==> src/rtl/rxaf_pkg.sv <==
package rxaf_pkg;

  localparam int unsigned ADDR_W = 48;
  localparam int unsigned OCTETS = ADDR_W / 8;
  localparam logic [31:0] CRC_POLY_REFL = 32'hEDB88320;

  // Reason the classifier chose, brought out for assertions.
  typedef enum logic [2:0] {
    VERD_GATED,
    VERD_SHORT,
    VERD_PROMISC,
    VERD_BCAST,
    VERD_MCAST,
    VERD_UNICAST
  } verdict_e;

  // CRC-32, reflected, init all ones, inverted result.
  // Octet [47:40] first, each octet bit 0 first.
  function automatic logic [31:0] crc32_addr(input logic [ADDR_W-1:0] addr);
    logic [31:0] c;
    logic [7:0]  oct;
    c = '1;
    for (int i = 0; i < int'(OCTETS); i++) begin
      oct = addr[ADDR_W-1-8*i -: 8];
      for (int j = 0; j < 8; j++) begin
        if (c[0] ^ oct[j]) c = (c >> 1) ^ CRC_POLY_REFL;
        else               c = c >> 1;
      end
    end
    return ~c;
  endfunction

endpackage

==> src/rtl/rxaf_hash_unit.sv <==
module rxaf_hash_unit
  import rxaf_pkg::*;
#(
  parameter int unsigned HASH_W   = 6,
  parameter int unsigned HASH_LSB = 2
) (
  input  logic [ADDR_W-1:0] addr,
  output logic [HASH_W-1:0] hash
);

  // Hash field sits at CRC bits [HASH_LSB +: HASH_W]
  assign hash = HASH_W'(crc32_addr(addr) >> HASH_LSB);

endmodule

==> src/rtl/rxaf_mcast_table.sv <==
module rxaf_mcast_table
  import rxaf_pkg::*;
#(
  parameter int unsigned TBL_BITS    = 64,
  parameter int unsigned MAX_ENTRIES = 64,
  parameter int unsigned CNT_W       = 16,
  parameter int unsigned HASH_W      = $clog2(TBL_BITS)
) (
  input  logic              clk,
  input  logic              rst_n,
  input  logic              load_start,
  input  logic [CNT_W-1:0]  load_bytes,
  input  logic              entry_valid,
  input  logic [HASH_W-1:0] entry_hash,
  input  logic [HASH_W-1:0] look_hash,
  output logic              look_hit
);

  localparam int unsigned REM_W = $clog2(MAX_ENTRIES + 1);

  logic [TBL_BITS-1:0] tbl_q;
  logic [REM_W-1:0]    remaining_q;
  logic                entry_take;

  function automatic logic [REM_W-1:0] entries_of(input logic [CNT_W-1:0] nbytes);
    logic [CNT_W-1:0] q;
    q = nbytes / CNT_W'(OCTETS);
    if (q > CNT_W'(MAX_ENTRIES)) return REM_W'(MAX_ENTRIES);
    return REM_W'(q);
  endfunction

  // A start in the same cycle wins over an entry beat.
  assign entry_take = entry_valid && !load_start && (remaining_q != '0);

  always_ff @(posedge clk or negedge rst_n) begin
    if (!rst_n)          remaining_q <= '0;
    else if (load_start) remaining_q <= entries_of(load_bytes);
    else if (entry_take) remaining_q <= remaining_q - 1'b1;
  end

  for (genvar b = 0; b < TBL_BITS; b++) begin : g_bit
    always_ff @(posedge clk or negedge rst_n) begin
      if (!rst_n)                                         tbl_q[b] <= 1'b0;
      else if (load_start)                                tbl_q[b] <= 1'b0;
      else if (entry_take && entry_hash == HASH_W'(b))    tbl_q[b] <= 1'b1;
    end
  end

  assign look_hit = tbl_q[look_hash];

  AST_REMAIN_CAP: assert property (@(posedge clk) disable iff (!rst_n)
    remaining_q <= REM_W'(MAX_ENTRIES));
  AST_LOAD_CLEARS: assert property (@(posedge clk) disable iff (!rst_n)
    load_start |=> (tbl_q == '0));
  AST_SPENT_IGNORED: assert property (@(posedge clk) disable iff (!rst_n)
    (remaining_q == '0 && !load_start) |=> $stable(tbl_q));
  AST_ONE_BIT_PER_BEAT: assert property (@(posedge clk) disable iff (!rst_n)
    !load_start |=> ($countones(tbl_q ^ $past(tbl_q)) <= 1));

endmodule

==> src/rtl/rxaf_classifier.sv <==
module rxaf_classifier
  import rxaf_pkg::*;
#(
  parameter int unsigned LEN_W     = 12,
  parameter int unsigned MINLEN_W  = 8,
  parameter int unsigned HASH_W    = 6,
  parameter int unsigned MIN_FLOOR = 5
) (
  input  logic                clk,
  input  logic                rst_n,
  input  logic                link_up,
  input  logic                rx_suspended,
  input  logic                cfg_promisc,
  input  logic                cfg_bcast_block,
  input  logic                cfg_mcast_en,
  input  logic [MINLEN_W-1:0] cfg_min_len,
  input  logic [ADDR_W-1:0]   own_addr,
  input  logic                frm_valid,
  input  logic [ADDR_W-1:0]   frm_dst,
  input  logic [LEN_W-1:0]    frm_len,
  input  logic [HASH_W-1:0]   frm_hash,
  output logic [HASH_W-1:0]   look_hash,
  input  logic                look_hit,
  output logic                dec_valid,
  output logic                dec_accept,
  output logic                dec_reject,
  output logic                dec_group
);

  localparam int unsigned GROUP_BIT = ADDR_W - 8;

  // Stage 1: sampled frame attributes
  logic              s1_valid, s1_gate, s1_short, s1_promisc;
  logic              s1_bcast, s1_group_addr, s1_own_hit;
  logic              s1_bc_block, s1_mc_en;
  logic [HASH_W-1:0] s1_hash;

  // Stage 2 combinational verdict
  verdict_e verdict;
  logic     verd_accept, verd_group;

  function automatic logic [LEN_W-1:0] eff_min(input logic [MINLEN_W-1:0] cfg);
    if (LEN_W'(cfg) < LEN_W'(MIN_FLOOR)) return LEN_W'(MIN_FLOOR);
    return LEN_W'(cfg);
  endfunction

  always_ff @(posedge clk or negedge rst_n) begin
    if (!rst_n) begin
      s1_valid      <= 1'b0;
      s1_gate       <= 1'b0;
      s1_short      <= 1'b0;
      s1_promisc    <= 1'b0;
      s1_bcast      <= 1'b0;
      s1_group_addr <= 1'b0;
      s1_own_hit    <= 1'b0;
      s1_bc_block   <= 1'b0;
      s1_mc_en      <= 1'b0;
      s1_hash       <= '0;
    end else begin
      s1_valid      <= frm_valid;
      s1_gate       <= !link_up || rx_suspended;
      s1_short      <= frm_len < eff_min(cfg_min_len);
      s1_promisc    <= cfg_promisc;
      s1_bcast      <= &frm_dst;
      s1_group_addr <= frm_dst[GROUP_BIT];
      s1_own_hit    <= frm_dst == own_addr;
      s1_bc_block   <= cfg_bcast_block;
      s1_mc_en      <= cfg_mcast_en;
      s1_hash       <= frm_hash;
    end
  end

  assign look_hash = s1_hash;

  // Fixed priority: gate, length, promiscuous, broadcast, multicast, unicast
  always_comb begin
    verdict     = VERD_UNICAST;
    verd_accept = 1'b0;
    verd_group  = 1'b0;
    if (s1_gate) begin
      verdict = VERD_GATED;
    end else if (s1_short) begin
      verdict = VERD_SHORT;
    end else if (s1_promisc) begin
      verdict     = VERD_PROMISC;
      verd_accept = 1'b1;
    end else if (s1_bcast) begin
      verdict     = VERD_BCAST;
      verd_accept = !s1_bc_block;
      verd_group  = !s1_bc_block;
    end else if (s1_group_addr) begin
      verdict     = VERD_MCAST;
      verd_accept = s1_mc_en && look_hit;
      verd_group  = s1_mc_en && look_hit;
    end else begin
      verd_accept = s1_own_hit;
    end
  end

  always_ff @(posedge clk or negedge rst_n) begin
    if (!rst_n) begin
      dec_valid  <= 1'b0;
      dec_accept <= 1'b0;
      dec_reject <= 1'b0;
      dec_group  <= 1'b0;
    end else begin
      dec_valid  <= s1_valid;
      dec_accept <= s1_valid && verd_accept;
      dec_reject <= s1_valid && !verd_accept;
      dec_group  <= s1_valid && verd_group;
    end
  end

  AST_FRAME_ADVANCES: assert property (@(posedge clk) disable iff (!rst_n)
    frm_valid |=> s1_valid);
  AST_STAGE_ADVANCES: assert property (@(posedge clk) disable iff (!rst_n)
    s1_valid |=> dec_valid);
  AST_ONE_VERDICT: assert property (@(posedge clk) disable iff (!rst_n)
    dec_valid |-> (dec_accept != dec_reject));
  AST_QUIET_IDLE: assert property (@(posedge clk) disable iff (!rst_n)
    !dec_valid |-> !(dec_accept || dec_reject || dec_group));
  AST_GATE_REJECTS: assert property (@(posedge clk) disable iff (!rst_n)
    (s1_valid && s1_gate) |=> (dec_reject && !dec_group));
  AST_SHORT_REJECTS: assert property (@(posedge clk) disable iff (!rst_n)
    (s1_valid && s1_short) |=> dec_reject);
  AST_PROMISC_ACCEPTS: assert property (@(posedge clk) disable iff (!rst_n)
    (s1_valid && verdict == VERD_PROMISC) |=> (dec_accept && !dec_group));
  AST_BCAST_BLOCKED: assert property (@(posedge clk) disable iff (!rst_n)
    (s1_valid && verdict == VERD_BCAST && s1_bc_block) |=> dec_reject);
  AST_MCAST_DISABLED: assert property (@(posedge clk) disable iff (!rst_n)
    (s1_valid && verdict == VERD_MCAST && !s1_mc_en) |=> dec_reject);
  AST_GROUP_NEEDS_ACCEPT: assert property (@(posedge clk) disable iff (!rst_n)
    dec_group |-> dec_accept);

endmodule

==> src/rtl/rxaf_top.sv <==
module rxaf_top
  import rxaf_pkg::*;
#(
  parameter int unsigned TBL_BITS    = 64,
  parameter int unsigned MAX_ENTRIES = 64,
  parameter int unsigned CNT_W       = 16,
  parameter int unsigned LEN_W       = 12,
  parameter int unsigned MINLEN_W    = 8,
  parameter int unsigned HASH_LSB    = 2,
  parameter int unsigned MIN_FLOOR   = 5
) (
  input  logic                clk,
  input  logic                rst_n,
  input  logic                link_up,
  input  logic                rx_suspended,
  input  logic                cfg_promisc,
  input  logic                cfg_bcast_block,
  input  logic                cfg_mcast_en,
  input  logic [MINLEN_W-1:0] cfg_min_len,
  input  logic [47:0]         own_addr,
  input  logic                tbl_load_start,
  input  logic [CNT_W-1:0]    tbl_load_bytes,
  input  logic                tbl_entry_valid,
  input  logic [47:0]         tbl_entry_addr,
  input  logic                frm_valid,
  input  logic [47:0]         frm_dst,
  input  logic [LEN_W-1:0]    frm_len,
  output logic                dec_valid,
  output logic                dec_accept,
  output logic                dec_reject,
  output logic                dec_group
);

  localparam int unsigned HASH_W = $clog2(TBL_BITS);

  logic [HASH_W-1:0] entry_hash, frame_hash, look_hash;
  logic              look_hit;

  rxaf_hash_unit #(.HASH_W(HASH_W), .HASH_LSB(HASH_LSB)) u_hash_load (
    .addr (tbl_entry_addr),
    .hash (entry_hash)
  );

  rxaf_hash_unit #(.HASH_W(HASH_W), .HASH_LSB(HASH_LSB)) u_hash_frame (
    .addr (frm_dst),
    .hash (frame_hash)
  );

  rxaf_mcast_table #(
    .TBL_BITS(TBL_BITS), .MAX_ENTRIES(MAX_ENTRIES), .CNT_W(CNT_W), .HASH_W(HASH_W)
  ) u_table (
    .clk         (clk),
    .rst_n       (rst_n),
    .load_start  (tbl_load_start),
    .load_bytes  (tbl_load_bytes),
    .entry_valid (tbl_entry_valid),
    .entry_hash  (entry_hash),
    .look_hash   (look_hash),
    .look_hit    (look_hit)
  );

  rxaf_classifier #(
    .LEN_W(LEN_W), .MINLEN_W(MINLEN_W), .HASH_W(HASH_W), .MIN_FLOOR(MIN_FLOOR)
  ) u_class (
    .clk             (clk),
    .rst_n           (rst_n),
    .link_up         (link_up),
    .rx_suspended    (rx_suspended),
    .cfg_promisc     (cfg_promisc),
    .cfg_bcast_block (cfg_bcast_block),
    .cfg_mcast_en    (cfg_mcast_en),
    .cfg_min_len     (cfg_min_len),
    .own_addr        (own_addr),
    .frm_valid       (frm_valid),
    .frm_dst         (frm_dst),
    .frm_len         (frm_len),
    .frm_hash        (frame_hash),
    .look_hash       (look_hash),
    .look_hit        (look_hit),
    .dec_valid       (dec_valid),
    .dec_accept      (dec_accept),
    .dec_reject      (dec_reject),
    .dec_group       (dec_group)
  );

endmodule

==> config.mk <==
export PLATFORM = sky130hd
export DESIGN_NAME = rxaf_top
export DESIGN_NICKNAME = d
export VERILOG_FILES = /design/src/rtl/rxaf_pkg.sv /design/src/rtl/rxaf_hash_unit.sv /design/src/rtl/rxaf_mcast_table.sv /design/src/rtl/rxaf_classifier.sv /design/src/rtl/rxaf_top.sv
export SDC_FILE = /design/constraint.sdc
export NUM_CORES = 1
export LEC_CHECK = 0
export ABC_AREA = 1
export BUFFER_PORTS_ARGS = -buffer_cell sky130_fd_sc_hd__buf_2
export CAP_MARGIN = 20
export CORE_UTILIZATION = 50
export DETAILED_ROUTE_END_ITERATION = 12
export GPL_ROUTABILITY_DRIVEN = 0
export PLACE_DENSITY_LB_ADDON = 0.3
export SLEW_MARGIN = 20
export SYNTH_ARGS = -nofsm -noshare
export SYNTH_HDL_FRONTEND = slang
export SYNTH_SLANG_ARGS = --single-unit
==> constraint.sdc <==
create_clock -name clk -period 2.6 [get_ports clk]
set_input_delay 0.52 -clock clk [delete_from_list [all_inputs] [get_ports clk]]
set_output_delay 0.52 -clock clk [all_outputs]
set_load 0.05 [all_outputs]
==> results of run 1 <==
## metal layers
metal | overflow | GRT usage
met1 | 10 | 0.778
met2 | 152 | 0.973
met3 | 10 | 0.711
met4 | 90 | 0.905
met5 | 1 | 0.393
## Yosys cell counts (4+ instances only)
cell,count
sky130_fd_sc_hd__xor2_1,361
sky130_fd_sc_hd__nor2_2,8
sky130_fd_sc_hd__nand4_1,18
sky130_fd_sc_hd__xnor2_1,224
sky130_fd_sc_hd__a21oi_1,18
sky130_fd_sc_hd__o21ai_0,69
sky130_fd_sc_hd__nand2_2,17
sky130_fd_sc_hd__ha_1,12
sky130_fd_sc_hd__nand2_1,342
sky130_fd_sc_hd__clkbuf_1,17
sky130_fd_sc_hd__o21ai_1,8
sky130_fd_sc_hd__xor2_2,19
sky130_fd_sc_hd__o2111ai_1,4
sky130_fd_sc_hd__o22ai_1,10
sky130_fd_sc_hd__inv_1,108
sky130_fd_sc_hd__or2_2,21
sky130_fd_sc_hd__inv_2,17
sky130_fd_sc_hd__dfrtp_1,90
sky130_fd_sc_hd__nor4_1,7
sky130_fd_sc_hd__nor2_1,79
sky130_fd_sc_hd__buf_2,6
sky130_fd_sc_hd__xnor2_2,18
sky130_fd_sc_hd__o221ai_1,8
sky130_fd_sc_hd__xor2_4,8
sky130_fd_sc_hd__nand3_1,55
## logic make-up after synthesis
logic type      Yosys count  share of synthesized area
compound gates          128                     0.0599
xor+xnor                633                      0.495
fa+ha+maj                12                     0.0123
buf+inv                 156                     0.0516
flops                    90                      0.185
simple gates            559                      0.196
## timing repair
| item | CTS |
|---|---|
| setup buffers | 99 |
| cloned | 2 |
| endpoints found under the setup margin | 78 |
| gates resized for setup | 283 |
| hold endpoints to repair | 0 |
| pin swaps | 229 |
## stage by stage
stage	setup WS, ns	setup TNS, ns	util
2_1_floorplan	-2.13	-149.99	-
3_3_place_gp	-2.28	-161.93	0.706
3_5_place_dp	-2.54	-179.14	0.706
4_1_cts	-1.81	-126.21	0.810
==> results by stage, run 1 <==
GRT:
- The total routing usage reported by global routing is 0.824.
- Entering global routing, the biggest net connects 80 pins.
- Global routing finished with a remaining overflow of 263.

Status:
- The first error in the log reads "[ERROR GRT-0232] Routing congestion too high. Check the congestion heatmap in the GUI".
- The run stopped with a tool error.
- The flow stopped in global routing (5_1_grt).

Synthesis:
- A synthesized cell averages 7.72 um^2.
- The share of synthesized area in the top cell type comes to 0.260.
- The primary flip-flop cell chosen by synthesis mapping is sky130_fd_sc_hd__dfrtp_1.
- The number of enable flip-flop cells after synthesis is 0.
- The share of the Yosys chip area taken by registers is 0.185.
- The biggest area contributor in the post-synthesis netlist is sky130_fd_sc_hd__xor2_1.
- The count of yosys warnings during synthesis is 0.
- The summed instance area of the synthesized netlist is 12,200 um^2.
- The number of synthesized register bits is 90.
- The proportion of synthesized flip-flops having asynchronous set or reset is 1.00.
- In the post-synthesis netlist, the biggest area contributors are sky130_fd_sc_hd__xor2_1 (26%), sky130_fd_sc_hd__dfrtp_1 (18%), sky130_fd_sc_hd__xnor2_1 (16%).
- The count of distinct cell types in the synthesized netlist is 46.
- The gate count after technology mapping is 1,578.
- The synthesized netlist net count is 1,780.

Floorplan:
- For this configuration, the core starts out at a cell density of 0.514.
- Measured along the x axis, the die boundary spans 158 um.
- The number of rows created at floorplan is 56.
- The number of top-level pins is 194.
- The die is 158 um tall.

Placed design:
- Once placement finished, the instance area stood at 16,700 um^2.
- In this run, placement finished with an instance count of 2,377.
- The total of buffers placed on input and output ports is 192.
- The half-perimeter wire length after detailed placement is 29,700 um.

STA:
- After the last repair the worst path ends at a register data pin.
- After global-route timing repair, the worst endpoint was u_table.tbl_q[9]$_DFFE_PN0P_/D.

CTS:
- No sink is reached through more buffers than the 2 on the longest clock path.
- Clock tree synthesis found a total of 90 sinks.
- The cell at the root of the clock tree is sky130_fd_sc_hd__clkbuf_16.
- Counting the buffers created by CTS gives 9.
- The H-tree generated during clock tree synthesis spans 3 levels.
- After clock tree synthesis, the flow added hold-fix buffers numbering 0.
==> run 2: changes to the inputs <==
CORE_UTILIZATION = 35   (was 50)
PLACE_DENSITY_LB_ADDON = 0.15   (was 0.3)
==> run 2 against run 1 <==
Net effect: the flow now finishes, with violations (setup timing); synthesized cell count unchanged; synthesized area unchanged.
==> results by stage, run 2 <==
Synthesis:
- The primary flip-flop cell chosen by synthesis mapping is sky130_fd_sc_hd__dfrtp_1.
- The cell type with the highest aggregate area in the netlist is sky130_fd_sc_hd__xor2_1.
- The proportion of synthesized flip-flops having asynchronous set or reset was 1.00 (unchanged).
- The portion of synthesized cell area occupied by the leading cell type came to 0.260 (unchanged).
- The share of the yosys chip area belonging to registers was 0.185 (unchanged).
- Among all cell types in the netlist, the one instantiated most often is sky130_fd_sc_hd__xor2_1.
- The synthesized netlist net count is 1,780 (unchanged).
- The summed instance area of the synthesized netlist is 12,200 um^2 (unchanged).
- The number of synthesized register bits was 90 (unchanged).
- The synthesized area per cell is 7.72 um^2 (unchanged).
- The count of distinct cell types in the synthesized netlist is 46 (unchanged).
- The count of yosys warnings during synthesis came to 0 (unchanged).
- The number of enable flip-flop cells after synthesis is 0 (unchanged).
- The commonest cells after synthesis are sky130_fd_sc_hd__xor2_1 (361), sky130_fd_sc_hd__nand2_1 (342), sky130_fd_sc_hd__xnor2_1 (224).
- The gate count after technology mapping is 1,578 (unchanged).
- After synthesis, the cell types taking the most area are sky130_fd_sc_hd__xor2_1 (26%), sky130_fd_sc_hd__dfrtp_1 (18%), sky130_fd_sc_hd__xnor2_1 (16%).

Final layout:
- The top register by number of flip-flops is u_table.tbl_q.
- The number of standard cells in the final layout excluding fillers is 2,681.
- The final standard cell utilization of the core is 0.621.
- The library cells used most frequently in the layout, excluding fill and tap cells, are sky130_fd_sc_hd__buf_4 (413), sky130_fd_sc_hd__xor2_1 (255), sky130_fd_sc_hd__nand2_1 (244).
- The final-stage net count is 2,425.
- The commonest non-fill, non-tap cell in the layout is sky130_fd_sc_hd__buf_4.
- The number of flip-flops under the largest register name is 64.
- The synthesis-to-finish area growth is 72.6%.
- The proportion of layout cells with a drive suffix above 1 is 0.520.

Placed design:
- The half-perimeter wire length after detailed placement came to 31,000 um (+4.5%).
- The total of buffers placed on input and output ports was 192 (unchanged).
- The post-placement cell count came to 2,536 (+6.7%).

Floorplan:
- The die covers 35,500 um^2.
- The floorplan die width was 189 um (+19%).
- The number of top-level pins is 194 (unchanged).
- The number of rows created at floorplan is 67 (+20%).
- The initial standard-cell utilization of the core is 0.360 (-0.155).
- The overall die height came to 189 um (+19%).
- The core region is 33,900 um^2.

STA:
- The setup total negative slack is -130.99 ns.
- The maximum operating frequency is 223 MHz.
- Across the routed clock network, the largest skew measured is 0.00985 ns.
- Setup violations remaining at the end of the flow were counted as 77.
- The post-route clock period utilization is 1.72.
- Across all hold checks on the routed design, the worst slack comes to 0.195 ns.
- The hold violation total from the final report is 0.
- The minimum setup slack in the final design is -1.88 ns.
- The total count of max-transition violations in the final report is 0.
- The routed design could run at a clock period as short as 4.48 ns.
- Measured against its own limit, the worst slew margin works out to 0.501.
- At the pin with the least slew margin, the transition time is 0.748 ns.
- Setup repair after global routing could not meet its margin everywhere.

CTS:
- The clock transition at the registers of the reported paths is 0.07 ns.
- Clock tree synthesis selected as its root buffer the cell sky130_fd_sc_hd__clkbuf_16.
- The total clock buffers created by CTS is 9 (unchanged).
- The maximum buffer depth of the clock tree is 2 (unchanged).
- The number of clock sinks came to 90 (unchanged).
- Clock latency on the worst-skew pair, taken at its later pin, is 0.35 ns.
- The TritonCTS clock tree is yes.
- The total number of H-tree levels is 3 (unchanged).
- The number of hold buffers added after CTS is 0 (unchanged).

Critical path:
- The critical path endpoint category is a register.
- The critical path is of the input pin to register type.
- The slowest stage of the critical path belongs to the cell sky130_fd_sc_hd__xor2_4.
- For this run, the slowest stage of the critical path takes 0.23 ns.
- Setup slack on the worst reg-to-reg path comes out at 0.28 ns.
- The data required time of the critical path is 2.88 ns.
- The timing startpoint of the critical path is tbl_entry_addr[41].
- The worst register-to-register path has a depth of 11.
- The reg-to-reg endpoint is u_class.dec_group.
- The library cell appearing most often on the critical path is sky130_fd_sc_hd__buf_6.
- The kind of start point of the critical path is an input pin.
- The startpoint identified for the worst register-to-register timing path is u_class.look_hash[0].
- Along the worst path, the maximum fanout reaches 5.
- The most critical setup path has its endpoint at u_table.tbl_q[37].
- The data arrival time at the worst-slack endpoint is 4.76 ns.

GRT:
- The number of antenna violations at the first check in global routing is 5.
- The wire length of the first global-routing pass is 61,800 um.
- The via count of the first global-routing pass was 12.4k.
- The total routing usage reported by global routing is 0.217.
- Entering global routing, the biggest net connects 91 pins.
- The remaining global-route overflow is 0.

Route:
- The violation count after the first detailed-routing iteration is 575.
- For this block, the routed nets add up to 40,200 um of wire.
- In the routed layout, each cell is associated on average with a via count of 4.56.
- For this run, design rule violations remaining after detail routing come to 0.
- The length of the first detailed-routing pass in iterations is 5.
- The detailed router placed 12.2k vias in this run.
- The post-route antenna net violation count is 0.
- In the final routed layout, each cell accounts on average for 15.0 um.

Hold path:
- The path class of the tightest hold or removal check is input pin to asynchronous set/reset pin.

Flow run:
- The max-capacitance violation count is 0.

Status:
- The flow ran to the end, but the final reports show violations.
- The checks that failed: setup timing.
==> run 2: worst min path at each step <==
stage | from | endpoint | slack, ns | cells after the start
final | rst_n | u_table.remaining_q[5] | 0.19 | 2
after global routing | rst_n | u_table.remaining_q[5] | 0.24 | 2
after global placement | u_class.s1_valid | u_class.dec_valid | 0.39 | 0
after CTS | rst_n | u_table.remaining_q[5] | 0.23 | 2
after floorplan | rst_n | u_class.dec_accept | 0.22 | 0
after detailed placement | u_class.s1_valid | u_class.dec_valid | 0.39 | 0
==> run 2: worst max-delay path: cells and delay by family <==
kind	cells	cell delay (ns)
and+or+nand+nor	8	0.67
buffers and inverters	13	1.64
AOI/OAI and AO/OA	1	0.12
xor gates and xnor gates	10	1.80
==> run 2: logic make-up (layout without fill, tap and decap cells) <==
family | count (synthesis) | count (layout) | share of synthesized area
other cells | 0 | 5 | 0
fa+ha+maj | 12 | 12 | 0.0123
flops | 90 | 90 | 0.185
compound gates | 128 | 128 | 0.0599
buf+inv | 156 | 806 | 0.0516
simple gates | 559 | 559 | 0.196
xor+xnor | 633 | 633 | 0.495
==> run 2: metrics by stage <==
stage | cell area (um^2) | setup slack (ns)
2_1_floorplan | 13100 | -2.13
3_3_place_gp | 17200 | -2.36
3_5_place_dp | 17200 | -2.43
4_1_cts | 19500 | -1.78
5_1_grt | 21000 | -2.08
6_report | 21000 | -1.88
==> run 2: layout make-up <==
type / instances / area [um^2]
timing repair inverter: 1 / 8.76
clock inverter: 7 / 75.1
fill: 2830 / 12900
antenna: 5 / 12.5
multi-input combinational: 1332 / 12300
inverter: 126 / 546
clock buffer: 9 / 225
tap: 448 / 561
sequential: 90 / 2250
timing repair buffer: 663 / 5030
==> run 2: timing repair <==
action / in CTS / in global routing
pin swaps: 195 / 213
setup endpoints to repair: 77 / 77
resized for setup: 287 / 215
gates cloned: 1 / 1
setup buffers: 81 / 48
==> run 2: layer usage <==
| layer | track usage | share of wire | vias to the layer above |
|---|---|---|---|
| met5 | 0 | 0 | - |
| li1 | - | - | 6125 |
| met4 | 0.0586 | 0.025 | 0 |
| met2 | 0.406 | 0.53 | 255 |
| met3 | 0.0184 | 0.028 | 54 |
| met1 | 0.264 | 0.41 | 5782 |
Power of run 2 is not shown: default switching activity piles up to over one toggle a cycle in this logic, so the estimate is an artifact.
==> run 3: changes to the inputs <==
CTS_CLUSTER_SIZE = 8   (was not set)
SYNTH_HIERARCHICAL = 1   (was not set)
==> run 3 against run 2 <==
Net effect: the run still ends with setup timing left; highest routed layer is now met5; sequential share of layout area shrank 2.2 points; cell area grew 26%; critical path type unchanged; synthesized area grew 41%; non-clock buffer count grew 36; worst setup slack gained 0.60 ns; hold slack lost 0.18 ns; via count grew 80%; critical endpoint is now u_table/tbl_q[53]; clock-buffer cell count grew 2.
==> results by stage, run 3 <==
Status:
- The flow ran to the end, but the final reports show violations.
- The final reports fail on setup timing.

Critical path:
- The slack of the worst reg-to-reg path is 0 ns (-0.28 ns).
- The data required time of the critical path was 2.83 ns (-0.05 ns).
- The critical path endpoint category is a register.
- Among all stages on the critical path, the largest delay is contributed by sky130_fd_sc_hd__a32o_1.
- The worst setup path is launched from an input pin.
- The data arrival time at the worst-slack endpoint is 4.11 ns (-0.65 ns).
- The maximum fanout along the worst path is 8 (+3).
- The library cell appearing most often on the critical path is sky130_fd_sc_hd__nand2_2.
- The setup path with the least slack is of type input pin to register.
- The stage delay of the slowest cell on the critical path is 0.25 ns (+0.02 ns).

Floorplan:
- The overall die height is 223 um (+19%).
- The core area is 48,000 um^2 (+42%).
- The initial standard-cell utilization of the core came to 0.357 (-0.00243).
- The number of top-level pins came to 194 (unchanged).
- The die outline area is 49,900 um^2 (+40%).
- The floorplan die width is 223 um (+19%).
- The number of rows created at floorplan is 80 (+19%).

Final layout:
- The final standard cell utilization of the core is 0.553 (-0.0672).
- In the layout the commonest cells are sky130_fd_sc_hd__nand2_1 (1,024), sky130_fd_sc_hd__buf_4 (475), sky130_fd_sc_hd__nand2_2 (353).
- The number of inserted filler cells in the final layout is 4,619 (+63%).
- The area growth from synthesis to layout is 54.9%.
- The top register by number of flip-flops is u_table/tbl_q.
- The area taken by multi-input logic gates is 16,400 um^2 (+33%).
- The number of flip-flops under the largest register name is 64 (unchanged).
- The proportion of layout cells with a drive suffix above 1 is 0.439 (-0.0810).
- The number of standard cells in the final layout excluding fillers is 4,379 (+63%).
- The library cell used most frequently in the layout, excluding fill and tap cells, is sky130_fd_sc_hd__nand2_1.
- The final-stage net count is 3,958 (+63%).
- The sequential cell area was 2250 um^2 (unchanged).

STA:
- The setup total negative slack is -87.56 ns (+43.44 ns).
- The minimum setup slack in the final design is -1.28 ns (+0.598 ns).
- The clock tree skew after final layout is 0.00602 ns (-0.00383 ns).
- The maximum operating frequency is 258 MHz (+15%).
- Setup repair after global routing could not meet its margin everywhere.
- The minimum clock period came to 3.88 ns (-0.598 ns).
- The total count of max-transition violations in the final report is 0 (unchanged).
- The final setup violation count is 77 (unchanged).
- The measured slew at the worst slew-check pin was 0.739 ns (-0.00922 ns).
- The post-route clock period utilization is 1.49 (-0.230).
- The hold violation total from the final report came to 0 (unchanged).
- The worst relative slew slack is 0.503 (+0.00161).

Synthesis:
- The count of distinct cell types in the synthesized netlist is 54 (+17%).
- The share of the yosys chip area belonging to registers came to 0.131 (-0.0537).
- The cell with the most instances after synthesis is sky130_fd_sc_hd__nand2_1.
- The primary flip-flop cell chosen by synthesis mapping is sky130_fd_sc_hd__dfrtp_1.
- The gate count after technology mapping is 3,088 (+96%).
- The portion of synthesized cell area occupied by the leading cell type is 0.296 (+0.0361).
- The number of synthesized register bits is 90 (unchanged).
- The summed instance area of the synthesized netlist was 17,200 um^2 (+41%).
- The number of enable flip-flop cells after synthesis is 0 (unchanged).
- After synthesis, the cell types taking the most area are sky130_fd_sc_hd__nand2_1 (30%), sky130_fd_sc_hd__dfrtp_1 (13%), sky130_fd_sc_hd__nand3_1 (11%).
- The proportion of synthesized flip-flops having asynchronous set or reset came to 1.00 (unchanged).
- The synthesized netlist net count is 3,287 (+85%).
- Counting instances in the post-synthesis netlist gives the leading cell types as sky130_fd_sc_hd__nand2_1 (1,352), sky130_fd_sc_hd__nand3_1 (377), sky130_fd_sc_hd__inv_1 (324).
- The cell type with the highest aggregate area in the netlist is sky130_fd_sc_hd__nand2_1.
- The count of yosys warnings during synthesis is 6 (+6).
- The synthesized area per cell came to 5.56 um^2 (-28%).

Placed design:
- The total of buffers placed on input and output ports is 192 (unchanged).
- The half-perimeter wire length after detailed placement is 53,900 um (+74%).
- The post-placement cell count was 4,289 (+69%).
- The placement-stage worst setup slack is -1.86 ns (+0.577 ns).

Route:
- The total number of vias came to 22.0k (+80%).
- The routed wirelength normalized by instance count came to 15.3 um (+1.8%).
- The post-route antenna net violation count is 0 (unchanged).
- The DRC violation count after routing is 0 (unchanged).
- The violation count after the first detailed-routing iteration was 1,329 (+130%).
- The length of the first detailed-routing pass in iterations is 5 (unchanged).
- The post-detailed-route via-to-cell ratio is 5.03 (+10%).
- The sum of routed wire length over all layers is 66,800 um (+66%).

CTS:
- In this run the clock root is driven by a sky130_fd_sc_hd__clkbuf_16.
- The total clock buffers created by CTS is 9 (unchanged).
- The insertion delay of the later-clocked pin in the worst-skew pair is 0.35 ns (about the same).
- The number of hold buffers added after CTS is 0 (unchanged).
- TritonCTS built the clock tree.
- The number of clock sinks is 90 (unchanged).
- The maximum buffer depth of the clock tree was 2 (unchanged).
- The total number of H-tree levels is 3 (unchanged).
- The clock transition at the registers of the reported paths came to 0.06 ns (about the same).

GRT:
- The via count of the first global-routing pass is 20.4k (+65%).
- The largest net degree at the start of global routing was 45 (-51%).
- The number of antenna violations at the first check in global routing came to 5 (unchanged).
- The total routing usage reported by global routing came to 0.256 (+0.0389).
- The remaining global-route overflow is 0 (unchanged).
- The wire length of the first global-routing pass came to 104,000 um (+69%).

Hold path:
- The worst hold path belongs to the class input pin to asynchronous set/reset pin.

Flow run:
- The max-capacitance violation count is 0 (unchanged).
[run 3: through the flow]
| step | hold slack (ns) | area [um^2] |
|---|---|---|
| after global routing | 0.0179 | 26600 |
| after detailed placement | 0.367 | 22600 |
| after global placement | 0.366 | 22600 |
| final | 0.0180 | 26600 |
| after floorplan | 0.224 | 17900 |
| after CTS | 0.0188 | 25000 |
[run 3: cells by family after synthesis]
kind of cell | synth area share
AO/OA/AOI/OAI | 0.0688
XOR/XNOR | 0.0984
adder cells (fa/ha/maj) | 0.00656
buffers and inverters | 0.105
flip-flops | 0.131
AND/OR/NAND/NOR | 0.590
[run 3: worst max-delay path: cells and delay by family]
family                 cells  cell delay, ns
AO/OA/AOI/OAI              1            0.25
XOR/XNOR                   1            0.18
buffers and inverters      8            0.82
AND/OR/NAND/NOR           27            2.31
[run 3: what timing repair did]
action | CTS | global route
gates cloned | 0 | 0
endpoints found under the setup margin | 80 | 80
resized for setup | 407 | 324
pin swaps | 154 | 176
setup buffers | 46 | 30
[run 3: per-layer routing]
metal / GRT usage / share of wire
met1: 0.347 / 0.45
met2: 0.446 / 0.49
met3: 0.0209 / 0.044
met4: 0.0431 / 0.017
met5: 0 / 0.00030
[run 3: path summary, 6_finish.rpt]
path	from	to	depth (start not counted)
worst min-delay path	rst_n	u_table/remaining_q[2]	1
max in group asynchronous	rst_n	u_table/tbl_q[52]	2
worst max register to register	u_class/look_hash[0]	u_class/dec_accept	14
worst max-delay path	tbl_entry_addr[43]	u_table/tbl_q[53]	37
min in group clk	cfg_mcast_en	u_class/s1_mc_en	1
worst min register to register	u_class/s1_valid	u_class/dec_valid	0
[run 3: area by class of cell]
type | instances | area share
Antenna cell | 1 | 0.0000941
Clock buffer | 11 | 0.00913
Clock inverter | 4 | 0.00287
Inverter | 403 | 0.0632
Multi-Input combinational cell | 2556 | 0.617
Sequential cell | 90 | 0.0847
Tap cell | 615 | 0.0289
Timing Repair Buffer | 699 | 0.194
Power of run 3 is left out for the same reason.
==> run 4: changes to the inputs <==
BUFFER_PORTS_ARGS = -buffer_cell sky130_fd_sc_hd__buf_4   (was -buffer_cell sky130_fd_sc_hd__buf_2)
==> run 4 against run 3 <==
Net effect: the flow still finishes with violations (setup timing); critical endpoint is now u_table/tbl_q[49]; global-route usage is essentially flat; first-iteration DRC count grew 15%; critical path depth down 2; register-to-register slack barely moved.
==> results by stage, run 4 (synthesized netlist as in run 3, its figures left out) <==
Route:
- The post-route antenna net violation count is 0 (unchanged).
- The length of the first detailed-routing pass in iterations is 6 (+1).
- The post-detailed-route via-to-cell ratio is 5.17 (+2.9%).
- The routed wirelength normalized by instance count was 16.6 um (+8.8%).
- The violation count after the first detailed-routing iteration was 1,528 (+15%).
- The DRC violation count after routing is 0 (unchanged).
- The sum of routed wire length over all layers came to 73,800 um (+10%).
- The total number of vias is 23.0k (+4.5%).

Placed design:
- The total of buffers placed on input and output ports came to 192 (unchanged).
- The post-placement cell count came to 4,278 (-0.26%).
- The half-perimeter wire length after detailed placement is 53,500 um (-0.75%).

GRT:
- The total routing usage reported by global routing is 0.257 (about the same).
- The wire length of the first global-routing pass is 104,000 um (-0.30%).
- The via count of the first global-routing pass is 20.6k (+1.0%).
- The number of antenna violations at the first check in global routing is 3 (-2).
- The largest net degree at the start of global routing is 51 (+13%).
- The remaining global-route overflow is 0 (unchanged).

STA:
- The hold violation total from the final report is 0 (unchanged).
- The measured slew at the worst slew-check pin is 0.548 ns (-0.191 ns).
- The total count of max-transition violations in the final report is 0 (unchanged).
- The post-route clock period utilization came to 1.50 (+0.00450).
- The minimum setup slack in the final design is -1.29 ns (-0.0117 ns).
- Setup repair after global routing could not meet its margin everywhere.
- The worst relative slew slack came to 0.632 (+0.129).
- The maximum operating frequency is 257 MHz (-0.30%).
- The setup total negative slack is -88.79 ns (-1.23 ns).
- The final setup violation count is 78 (+1.3%).
- The minimum clock period is 3.89 ns (+0.0117 ns).
- The clock tree skew after final layout is 0.00902 ns (+0.00300 ns).

Floorplan:
- The number of top-level pins came to 194 (unchanged).
- The floorplan die width is 223 um (unchanged).
- The overall die height is 223 um (unchanged).
- The die outline area is 49,900 um^2 (unchanged).
- The initial standard-cell utilization of the core is 0.357 (unchanged).
- The number of rows created at floorplan is 80 (unchanged).
- The core area came to 48,000 um^2 (unchanged).

Final layout:
- The number of flip-flops under the largest register name came to 64 (unchanged).
- The final-stage net count is 4,028 (+1.8%).
- Leaving out fill and tap cells, the most frequent cells in the layout are sky130_fd_sc_hd__nand2_1 (743), sky130_fd_sc_hd__buf_4 (652), sky130_fd_sc_hd__nand2_2 (473).
- The top register by number of flip-flops is u_table/tbl_q.
- The synthesis-to-finish area growth is 83.0%.
- Leaving out fill and tap cells, the most frequent cell in the layout is sky130_fd_sc_hd__nand2_1.
- The number of standard cells in the final layout excluding fillers came to 4,448 (+1.6%).
- The antenna diode instance count is 0 (-1).
- The proportion of layout cells with a drive suffix above 1 came to 0.563 (+0.124).

CTS:
- The number of clock sinks is 90 (unchanged).
- The total number of H-tree levels is 3 (unchanged).
- The cell at the root of the clock tree is sky130_fd_sc_hd__clkbuf_16.
- The insertion delay of the later-clocked pin in the worst-skew pair is 0.35 ns (about the same).
- The total clock buffers created by CTS was 9 (unchanged).
- The maximum buffer depth of the clock tree came to 2 (unchanged).
- The number of hold buffers added after CTS is 0 (unchanged).
- The clock transition at the registers of the reported paths is 0.06 ns (about the same).
- TritonCTS built the clock tree.

Flow run:
- The max-capacitance violation count is 0 (unchanged).

Critical path:
- The category of the critical setup timing path is input pin to register.
- The worst setup path is launched from an input pin.
- The data required time of the critical path came to 2.83 ns (about the same).
- The stage delay of the slowest cell on the critical path is 0.25 ns (about the same).
- Among all stages on the critical path, the largest delay is contributed by sky130_fd_sc_hd__a32o_1.
- The maximum fanout along the worst path was 6 (-2).
- The library cell appearing most often on the critical path is sky130_fd_sc_hd__nand2_2.
- The critical path endpoint category is a register.
- The data arrival time at the worst-slack endpoint is 4.12 ns (about the same).

Hold path:
- The tightest min-delay check is of the input pin to asynchronous set/reset pin type.

Status:
- The checks that failed: setup timing.
- The run finished, with violations left.
-- run 4: stage by stage --
stage | hold slack, ns | util | cell area, um^2 | setup WS [ns]
after floorplan | 0.224 | - | 17900 | -1.02
after detailed placement | 0.479 | 0.480 | 23100 | -1.81
final | 0.141 | 0.654 | 31400 | -1.29
after global placement | 0.468 | 0.480 | 23100 | -1.72
after global routing | 0.186 | 0.654 | 31400 | -1.54
after CTS | 0.159 | 0.530 | 25500 | -1.08
-- run 4: cell type report --
cell class	count	area, um^2
Multi-Input combinational cell	2556	19700
Fill cell	3927	16600
Timing Repair Buffer	769	6590
Sequential cell	90	2250
Inverter	403	1810
Tap cell	615	769
Clock buffer	10	239
Clock inverter	5	78.8
-- run 4: worst paths after layout --
path	from	end	slack (ns)	cells after the start
max	tbl_entry_addr[42]	u_table/tbl_q[49]	-1.29	35
min	rst_n	u_table/remaining_q[6]	0.14	1
max reg2reg	u_class/look_hash[0]	u_class/dec_reject	-0.01	13
min reg2reg	u_table/tbl_q[49]	u_table/tbl_q[49]	0.50	1
max in group asynchronous	rst_n	u_table/tbl_q[38]	1.76	2
min in group clk	frm_valid	u_class/s1_valid	0.29	1
-- run 4: layer usage --
layer,GRT usage,part of all wire
met1,0.341,0.42
met2,0.450,0.50
met3,0.0219,0.051
met4,0.0535,0.032
met5,0,0.00012
-- run 4: critical path: cells and delay by family --
kind	cells	cell delay, ns
AND/OR/NAND/NOR	25	2.37
XOR/XNOR	1	0.18
AO/OA/AOI/OAI	1	0.25
buffers and inverters	8	0.77
-- run 4: what timing repair did --
action	CTS	global route
setup buffers	46	109
pin swaps	122	504
endpoints found under the setup margin	77	80
resized for setup	410	1179
gates cloned	2	5
Power of run 4 is left out for the same reason.
